==> config.mk <==
export PLATFORM = sky130hd
export DESIGN_NAME = adc_dual_seq
export DESIGN_NICKNAME = d
export VERILOG_FILES = /design/src/rtl/adc_dual_seq_pkg.sv /design/src/rtl/adc_trig_arb.sv /design/src/rtl/adc_end_flag.sv /design/src/rtl/adc_result_bank.sv /design/src/rtl/adc_dual_seq.sv
export SDC_FILE = /design/constraint.sdc
export NUM_CORES = 1
export LEC_CHECK = 0
export BUFFER_PORTS_ARGS = -buffer_cell sky130_fd_sc_hd__buf_2
export CAP_MARGIN = 20
export CORE_MARGIN = 4
export CORE_UTILIZATION = 35
export CTS_CLUSTER_DIAMETER = 150
export DETAILED_ROUTE_END_ITERATION = 8
export PLACE_DENSITY = 0.66
export SLEW_MARGIN = 20
export SYNTH_ARGS = -nofsm -noshare
export SYNTH_HDL_FRONTEND = slang
export SYNTH_SLANG_ARGS = --single-unit
==> constraint.sdc <==
create_clock -name clk -period 2.9 [get_ports clk]
set_clock_uncertainty 0.2 [all_clocks]
set_input_delay 0.58 -clock clk [delete_from_list [all_inputs] [get_ports clk]]
set_output_delay 0.58 -clock clk [all_outputs]
set_load 0.1 [all_outputs]
==> src/rtl/adc_dual_seq_pkg.sv <==
package adc_dual_seq_pkg;

    typedef enum logic {
        SRC_SW = 1'b0,
        SRC_HW = 1'b1
    } src_e;

    localparam int NUM_SRC = 2;
    localparam int CSR_W   = 8;
    localparam int ADDR_W  = 2;

    localparam logic [ADDR_W-1:0] ADR_CSR   = 2'd0;
    localparam logic [ADDR_W-1:0] ADR_SWRES = 2'd1;
    localparam logic [ADDR_W-1:0] ADR_HWRES = 2'd2;

    // status/control bit positions
    localparam int BIT_SWDONE = 7;
    localparam int BIT_HWDONE = 6;
    localparam int BIT_IRQEN  = 5;
    localparam int BIT_SWGO   = 4;
    localparam int BIT_HWGO   = 3;
    localparam int BIT_BUSY   = 2;
    localparam int BIT_SPARE  = 1;
    localparam int BIT_ONE    = 0;

    typedef struct packed {
        logic sw_pend;
        logic hw_pend;
        logic busy;
        src_e src;
        logic start;
    } arb_st_t;

    typedef struct packed {
        logic flag;
        logic armed;
    } flg_st_t;

    typedef struct packed {
        logic irq_en;
        logic spare;
    } ctl_st_t;

    // done-flag bit for each source index
    function automatic int done_bit(input int idx);
        return (idx == int'(SRC_SW)) ? BIT_SWDONE : BIT_HWDONE;
    endfunction

endpackage

==> src/rtl/adc_trig_arb.sv <==
module adc_trig_arb
    import adc_dual_seq_pkg::*;
(
    input  logic clk,
    input  logic rst_n,
    input  logic flush_i,
    input  logic sw_req_i,
    input  logic hw_req_i,
    input  logic done_i,
    output logic start_o,
    output src_e src_o,
    output logic busy_o,
    output logic sw_go_o,
    output logic hw_go_o,
    output logic fin_o,
    output src_e fin_src_o
);

    arb_st_t q, d;
    logic    fin;
    logic    launch;
    logic    take_hw;
    logic    take_sw;

    always_comb begin
        d       = q;
        d.start = 1'b0;
        fin     = q.busy & done_i;
        launch  = ~q.busy & (q.hw_pend | q.sw_pend);
        take_hw = launch & q.hw_pend;
        take_sw = launch & ~q.hw_pend;

        if (fin) begin
            d.busy = 1'b0;
        end
        if (launch) begin
            d.busy  = 1'b1;
            d.start = 1'b1;
            d.src   = take_hw ? SRC_HW : SRC_SW;
        end
        d.hw_pend = (q.hw_pend & ~take_hw) | hw_req_i;
        d.sw_pend = (q.sw_pend & ~take_sw) | sw_req_i;

        if (flush_i) begin
            d = '{sw_pend: 1'b0, hw_pend: 1'b0, busy: 1'b0, src: SRC_SW, start: 1'b0};
        end
    end

    always_ff @(posedge clk or negedge rst_n) begin
        if (!rst_n) begin
            q <= '{sw_pend: 1'b0, hw_pend: 1'b0, busy: 1'b0, src: SRC_SW, start: 1'b0};
        end else begin
            q <= d;
        end
    end

    assign start_o   = q.start;
    assign src_o     = q.src;
    assign busy_o    = q.busy;
    assign sw_go_o   = q.sw_pend | (q.busy & (q.src == SRC_SW));
    assign hw_go_o   = q.hw_pend | (q.busy & (q.src == SRC_HW));
    assign fin_o     = fin;
    assign fin_src_o = q.src;

    AST_HW_FIRST: assert property (@(posedge clk) disable iff (!rst_n || flush_i)
        (!q.busy && q.hw_pend) |=> (q.start && q.src == SRC_HW));

    AST_NO_START_WHILE_BUSY: assert property (@(posedge clk) disable iff (!rst_n || flush_i)
        (q.busy && !done_i) |=> !q.start);

    AST_SW_GO_HOLDS: assert property (@(posedge clk) disable iff (!rst_n || flush_i)
        (sw_go_o && !fin) |=> sw_go_o);

endmodule

==> src/rtl/adc_end_flag.sv <==
module adc_end_flag
    import adc_dual_seq_pkg::*;
(
    input  logic clk,
    input  logic rst_n,
    input  logic flush_i,
    input  logic set_i,
    input  logic rd_hit_i,
    input  logic clr_wr_i,
    output logic flag_o
);

    flg_st_t q, d;
    logic    clr;

    always_comb begin
        d   = q;
        clr = clr_wr_i & q.armed & q.flag;

        d.flag = (q.flag & ~clr) | set_i;

        if (set_i) begin
            d.armed = 1'b0;
        end else if (clr) begin
            d.armed = 1'b0;
        end else if (rd_hit_i && q.flag) begin
            d.armed = 1'b1;
        end

        if (flush_i) begin
            d = '{flag: 1'b0, armed: 1'b0};
        end
    end

    always_ff @(posedge clk or negedge rst_n) begin
        if (!rst_n) begin
            q <= '{flag: 1'b0, armed: 1'b0};
        end else begin
            q <= d;
        end
    end

    assign flag_o = q.flag;

    AST_NO_CLEAR_UNREAD: assert property (@(posedge clk) disable iff (!rst_n || flush_i)
        (q.flag && !q.armed) |=> q.flag);

    AST_SET_WINS: assert property (@(posedge clk) disable iff (!rst_n || flush_i)
        set_i |=> q.flag);

endmodule

==> src/rtl/adc_result_bank.sv <==
module adc_result_bank
    import adc_dual_seq_pkg::*;
#(
    parameter int DATA_W = 8
) (
    input  logic                            clk,
    input  logic                            rst_n,
    input  logic                            we_i,
    input  src_e                            sel_i,
    input  logic [DATA_W-1:0]               data_i,
    output logic [NUM_SRC-1:0][DATA_W-1:0]  res_o
);

    logic [NUM_SRC-1:0][DATA_W-1:0] res_q, res_d;

    for (genvar i = 0; i < NUM_SRC; i++) begin : g_slot
        always_comb begin
            res_d[i] = res_q[i];
            if (we_i && (sel_i == src_e'(i))) begin
                res_d[i] = data_i;
            end
        end

        always_ff @(posedge clk or negedge rst_n) begin
            if (!rst_n) begin
                res_q[i] <= '0;
            end else begin
                res_q[i] <= res_d[i];
            end
        end

        AST_OTHER_SLOT_HOLDS: assert property (@(posedge clk) disable iff (!rst_n)
            !(we_i && sel_i == src_e'(i)) |=> $stable(res_q[i]));
    end

    assign res_o = res_q;

endmodule

==> src/rtl/adc_dual_seq.sv <==
module adc_dual_seq
    import adc_dual_seq_pkg::*;
#(
    parameter int DATA_W = 8
) (
    input  logic              clk,
    input  logic              rst_n,
    input  logic              stop_i,
    input  logic              csr_wr_i,
    input  logic              csr_rd_i,
    input  logic [1:0]        csr_addr_i,
    input  logic [7:0]        csr_wdata_i,
    output logic [7:0]        csr_rdata_o,
    input  logic              hw_trig_i,
    output logic              conv_start_o,
    output logic              conv_src_o,
    input  logic              conv_done_i,
    input  logic [DATA_W-1:0] conv_data_i,
    output logic              irq_o
);

    localparam int RES_PAD = CSR_W - DATA_W;

    ctl_st_t q, d;

    logic                           csr_sel;
    logic                           csr_wr;
    logic                           sw_req;
    logic                           busy;
    logic                           sw_go;
    logic                           hw_go;
    logic                           fin;
    src_e                           fin_src;
    src_e                           cur_src;
    logic [NUM_SRC-1:0]             flags;
    logic [NUM_SRC-1:0][DATA_W-1:0] results;
    logic [CSR_W-1:0]               csr_view;
    logic                           unused_wbits;

    assign csr_sel = (csr_addr_i == ADR_CSR);
    assign csr_wr  = csr_wr_i & csr_sel;
    assign sw_req  = csr_wr & csr_wdata_i[BIT_SWGO];

    // writes to the read-only positions are discarded
    assign unused_wbits = ^{csr_wdata_i[BIT_HWGO], csr_wdata_i[BIT_BUSY], csr_wdata_i[BIT_ONE]};

    adc_trig_arb u_arb (
        .clk       (clk),
        .rst_n     (rst_n),
        .flush_i   (stop_i),
        .sw_req_i  (sw_req),
        .hw_req_i  (hw_trig_i),
        .done_i    (conv_done_i),
        .start_o   (conv_start_o),
        .src_o     (cur_src),
        .busy_o    (busy),
        .sw_go_o   (sw_go),
        .hw_go_o   (hw_go),
        .fin_o     (fin),
        .fin_src_o (fin_src)
    );

    for (genvar i = 0; i < NUM_SRC; i++) begin : g_flag
        localparam int FBIT = done_bit(i);

        adc_end_flag u_flag (
            .clk      (clk),
            .rst_n    (rst_n),
            .flush_i  (stop_i),
            .set_i    (fin && (fin_src == src_e'(i))),
            .rd_hit_i (csr_rd_i && csr_sel),
            .clr_wr_i (csr_wr && !csr_wdata_i[FBIT]),
            .flag_o   (flags[i])
        );
    end

    adc_result_bank #(
        .DATA_W (DATA_W)
    ) u_res (
        .clk    (clk),
        .rst_n  (rst_n),
        .we_i   (fin),
        .sel_i  (fin_src),
        .data_i (conv_data_i),
        .res_o  (results)
    );

    always_comb begin
        d = q;
        if (csr_wr) begin
            d.irq_en = csr_wdata_i[BIT_IRQEN];
            d.spare  = csr_wdata_i[BIT_SPARE];
        end
        if (stop_i) begin
            d = '{irq_en: 1'b0, spare: 1'b0};
        end
    end

    always_ff @(posedge clk or negedge rst_n) begin
        if (!rst_n) begin
            q <= '{irq_en: 1'b0, spare: 1'b0};
        end else begin
            q <= d;
        end
    end

    always_comb begin
        csr_view             = '0;
        csr_view[BIT_SWDONE] = flags[int'(SRC_SW)];
        csr_view[BIT_HWDONE] = flags[int'(SRC_HW)];
        csr_view[BIT_IRQEN]  = q.irq_en;
        csr_view[BIT_SWGO]   = sw_go;
        csr_view[BIT_HWGO]   = hw_go;
        csr_view[BIT_BUSY]   = busy;
        csr_view[BIT_SPARE]  = q.spare;
        csr_view[BIT_ONE]    = 1'b1;
    end

    always_comb begin
        case (csr_addr_i)
            ADR_CSR:   csr_rdata_o = csr_view;
            ADR_SWRES: csr_rdata_o = {{RES_PAD{1'b0}}, results[int'(SRC_SW)]};
            ADR_HWRES: csr_rdata_o = {{RES_PAD{1'b0}}, results[int'(SRC_HW)]};
            default:   csr_rdata_o = '0;
        endcase
    end

    assign conv_src_o = (cur_src == SRC_HW);
    assign irq_o      = q.irq_en & (|flags);

    AST_STOP_RESTORES: assert property (@(posedge clk) disable iff (!rst_n)
        stop_i |=> (csr_view == 8'h01 && !irq_o));

    AST_START_MARKS_BUSY: assert property (@(posedge clk) disable iff (!rst_n || stop_i)
        (!busy && $past(!busy) && conv_start_o) |-> 1'b0);

    AST_IRQ_SOURCE: assert property (@(posedge clk) disable iff (!rst_n)
        irq_o |-> (csr_view[BIT_SWDONE] || csr_view[BIT_HWDONE]));

endmodule

# After elaboration in Yosys (flattened, before gate mapping)
# Cells that the tools add are included.
# totals
register_bits,27
inputBits,25
out_inout_bits,11
word_cells,77
# op_classes
n_eq_ne,2
n_mux,15
bitwise_logic,31
reduce_logical,16
# op_table
operator,count
8-bit one-hot mux with 3 select lines,1
1-bit bitwise AND,17
1-bit 2-to-1 mux,8
2-bit 2-to-1 mux,4
4-bit nonzero test,2
1-bit logical AND,7
1-bit NOT,7
1-bit OR,7
5-bit 2-to-1 mux,1
2-bit nonzero test,2
3-bit 2-to-1 mux,1
3-bit nonzero test,1
"2-bit by 1-bit == test with 1-bit output, second input constant",1
"2-bit == test, second input constant",1
1-bit logical NOT,2
2-bit logical NOT,1
2-bit OR reduction,1

# Depth between registers and ports, before layout
# depth
word_depth,9
mapped_depth,4
depth_no_buf,3

# Modules after synthesis
# From an unflattened synthesis, not the netlist that was laid out.
# unflattened
cells_unflattened,110
hier_area_um2,1395.1
# by_module_without_submodules
mod,n_inst,cells_per_inst,area_per_inst_um2,seq_area_each_um2
adc_result_bank,1,35,641.9,400.4
adc_dual_seq,1,38,337.8,50.0
adc_trig_arb,1,23,232.7,125.1
adc_end_flag,2,7,91.3,50.0

# Worst setup path before layout
# No wires, ideal clock.
# synth_path
kind,register to output
startpoint,"register u_arb.q, in the netlist u_arb.fin_src_o"
endpoint,output port csr_rdata_o[3]
arrival_ns,3.397
required_ns,2.120
setup_slack_ns,-1.277
stages_incl_launch_ff,4
n_path_buf,0
path_cell_list,dfrtp_1 a21oi_1 o21a_1 o21ai_0
# synth_via
elab_chain_len,3
# synth_rtl
item,line,text
from (decl),adc_trig_arb.sv:19,"arb_st_t q, d;"
from (signal assigned),adc_trig_arb.sv:51,"q <= '{sw_pend: 1'b0, hw_pend: 1'b0, busy: 1'b0, src: SRC_SW, start: 1'b0};"
1-bit bitwise AND,adc_trig_arb.sv:61,assign hw_go_o = q.hw_pend | (q.busy & (q.src == SRC_HW));
1-bit OR,adc_trig_arb.sv:61,
8-bit one-hot mux with 3 select lines,adc_dual_seq.sv:120,case (csr_addr_i)
to (decl),adc_dual_seq.sv:13,"output logic [7:0] csr_rdata_o,"
# Every way passes these cells.

# Worst setup path in the final report
# layout_path
startpoint,input port csr_addr_i[0]
endpoint,output port csr_rdata_o[6]
# layout_via
elab_chain_len,2
word_cells_on_any_way,4
classes_between,eq/ne (2); mux (1); reduce/logical (1)
# layout_rtl
item,line,text
from (decl),adc_dual_seq.sv:11,"input logic [1:0] csr_addr_i,"
2-bit == test (tied with other cells),adc_dual_seq.sv:120,
8-bit one-hot mux with 3 select lines *,adc_dual_seq.sv:120,
# Mark *: on every way between the ends. The rest lies on a longest branch, timed or not.

==> impl_metrics.env <==
export IMPL_core_area_um2=3440
export IMPL_ys_warn_count=0
export IMPL_ir_drop_v=0.000244
export IMPL_fin_crit_sh=0.881
export IMPL_initial_utilization=0.374
export IMPL_synth_top_family_by_area="multiplexers"
export IMPL_cts_hold_buf=0
export IMPL_insertion_delay_ns=0.27
export IMPL_first_global_vias=1007
export IMPL_crit_type="in -> out"
export IMPL_slew_headroom=0.592
export IMPL_r2r_start="u_arb.busy_o"
export IMPL_cts_sinks=27
export IMPL_hold_viol=0
export IMPL_antenna_found_initial=0
export IMPL_hold_ws_ns=0.110
export IMPL_die_y_um=68.6
export IMPL_ys_types=26
export IMPL_p_int_mw=0.686
export IMPL_crit_top_cell="buf_2"
export IMPL_p_switching_mw=0.403
export IMPL_grt_pass1_wl_um=4530
export IMPL_combPwrFrac=0.342
export IMPL_p_per_area_nw_per_um2=679
export IMPL_root_buffer="clkbuf_8"
export IMPL_hp_class="in -> async"
export IMPL_grt_overflow=0
export IMPL_drc=0
export IMPL_slowest_delay_ns=0.43
export IMPL_period_minus_slack_ns=2.55
export IMPL_synth_adder_area_share=0
export IMPL_tns_ns=0
export IMPL_grt_start_max_net_pins=28
export IMPL_h_tree_depth=1
export IMPL_multiInputGateArea_um2=591
export IMPL_setup_viol=0
export IMPL_pin_count=36
export IMPL_ctsResizeCount=0
export IMPL_dr_pass1_iters=4
export IMPL_wl_um=2800
export IMPL_placed_area_um2=1560
export IMPL_fin_nets=176
export IMPL_status="finished, final reports clean"
export IMPL_critical_path_startpoint="csr_addr_i[0]"
export IMPL_synth_area_um2=1290
export IMPL_crit_slowest_cell="buf_2"
export IMPL_syn_area_per_cell_um2=10.8
export IMPL_crit_family="buffers and inverters"
export IMPL_ys_ff_latch=27
export IMPL_placementRows=21
export IMPL_dp_cells=192
export IMPL_clk_pin_slew_ns=0.09
export IMPL_synthMuxAreaShare=0.179
export IMPL_crit_fanout=15
export IMPL_dp_hpwl_um=2080
export IMPL_maxCapViolations=0
export IMPL_endpoint_kind="primary output"
export IMPL_port_buffers=32
export IMPL_drive_above_1_share=0.427
export IMPL_synth_net_count=144
export IMPL_antenna_left=0
export IMPL_place_gp_congestion=0.699
export IMPL_clockPowerShare=0.199
export IMPL_cts_tree="yes"
export IMPL_vias=989
export IMPL_synth_xor_area_frac=0
export IMPL_fillers=331
export IMPL_swShare=0.370
export IMPL_yosysSeqAreaShare=0.525
export IMPL_path_buf_inv=2
export IMPL_seqPwrFrac=0.459
export IMPL_fin_cells=196
export IMPL_synth_compound_area_frac=0.111
export IMPL_gr_usage_all_layers=0.129
export IMPL_fin_util=0.466
export IMPL_final_area_um2=1600
export IMPL_dieArea_um2=4710
export IMPL_critPathLaunchType="input pin"
export IMPL_cts_buffers_inserted=3
export IMPL_post_drt_wl_per_cell_um=14.3
export IMPL_seqCellArea_um2=676
export IMPL_drv_slew=0
export IMPL_area_growth_pct=24.7
export IMPL_cts_max_path_buffers=2
export IMPL_drtIter0Drc=18
export IMPL_die_w_um=68.6
export IMPL_synth_simple_area_share=0.146
export IMPL_diodes=0
export IMPL_fmax_mhz=391
export IMPL_rsz0062_at_grt="no"
export IMPL_tightest_slew_ns=0.612
export IMPL_post_cts_buffers=0
export IMPL_p_leak_nw=0.735
export IMPL_worstPathCellList="buf_2, and2b_1, nand2_1, o21ai_2, buf_2"
export IMPL_crit_arrival_ns=1.77
export IMPL_via_per_inst=5.05
export IMPL_syn_inst=119
export IMPL_critPathRequiredTime_ns=2.12
[final timing paths]
check,to,slack (ns),depth (start not counted)
worst max-delay path,csr_rdata_o[6],0.35,5
worst min-delay path,g_flag[1].u_flag.flag_o,0.11,1
worst max register to register,u_res.res_o[7],1.17,2
worst min register to register,u_res.res_o[4],0.31,1
max in group asynchronous,u_res.res_o[12],1.99,1
min in group clk,u_res.res_o[4],0.31,1
[kinds of logic (layout without fill, tap and decap cells)]
family	after synthesis	count (layout)
flip-flops	27	27
buffers and inverters	11	42
AO/OA/AOI/OAI	26	26
AND/OR/NAND/NOR	34	34
multiplexers	21	21
[cell type report]
type	instances	area share
Clock inverter	1	0.00468
Inverter	5	0.0117
Timing Repair Buffer	33	0.133
Tap cell	46	0.0359
Sequential cell	27	0.421
Clock buffer	3	0.0257
Multi-Input combinational cell	81	0.368
[routing by layer]
metal | global-route usage | vias to the layer above | routed length [um]
li1 | - | 478 | -
met1 | 0.174 | 485 | 1250
met2 | 0.211 | 24 | 1380
met3 | 0.0162 | 2 | 152
met4 | 0.0447 | 0 | 27
met5 | 0 | - | 0
[through the flow]
stage	total power, mW	worst slack (ns)
global route	1.14	0.268
CTS	1.11	0.331
global placement	0.871	0.338
detailed placement	0.885	0.334
finish	1.09	0.345
floorplan	0.808	0.00337
[synthesized netlist by cell type]
cell / instances / share of area
nor2_1: 3 / 0.0088
inv_1: 5 / 0.015
nor4_1: 2 / 0.0097
nand2b_1: 5 / 0.024
nor2b_1: 2 / 0.0097
nand3_2: 1 / 0.0078
o31ai_1: 1 / 0.0058
o21ai_1: 2 / 0.0078
nand2_1: 13 / 0.038
o21a_1: 2 / 0.012
nor3b_1: 1 / 0.0058
nand3b_1: 1 / 0.0058
clkbuf_1: 1 / 0.0029
dfrtp_1: 27 / 0.53
nor3_2: 2 / 0.016
buf_4: 1 / 0.0058
o21ai_0: 9 / 0.035
a211oi_1: 1 / 0.0058
mux2_2: 16 / 0.14
nor3_1: 2 / 0.0078
buf_2: 4 / 0.016
and2b_1: 1 / 0.0058
a31oi_1: 2 / 0.0097
mux2i_1: 5 / 0.039
a21oi_1: 9 / 0.035
or3b_1: 1 / 0.0068
[state kept, by name, indices dropped and copies added (netlist names)]
signal and flops:
u_res.res_o 16, csr_view 2, g_flag.u_flag.flag_o 2, g_flag.u_flag.q 2
u_arb.q 2, u_arb.busy_o 1, u_arb.fin_src_o 1, u_arb.start_o 1
[placed cells by master, fill, tap and decap left out, types with 2 or more instances in the layout]
cell type,n
inv_1,5
nor3_1,2
mux2i_1,5
nor4_1,2
o21ai_1,2
nand2b_1,5
nor2_1,3
dfrtp_1,27
buf_2,29
nand2_1,13
mux2_2,16
o21ai_2,7
o21a_1,2
nor3_2,2
clkbuf_8,3
o21ai_0,2
a31oi_1,2
a21oi_1,8
nor2b_1,2
buf_12,3
[power by group through the flow]
| stage | clock network, mW | logic [mW] | registers [mW] |
|---|---|---|---|
| final | 0.216 | 0.373 | 0.500 |
| after detailed placement | 0 | 0.377 | 0.508 |
| after floorplan | 0 | 0.302 | 0.506 |
| after global placement | 0 | 0.369 | 0.502 |
| after CTS | 0.228 | 0.377 | 0.500 |
| after global routing | 0.237 | 0.398 | 0.509 |
(Power assumes the default switching activity.)
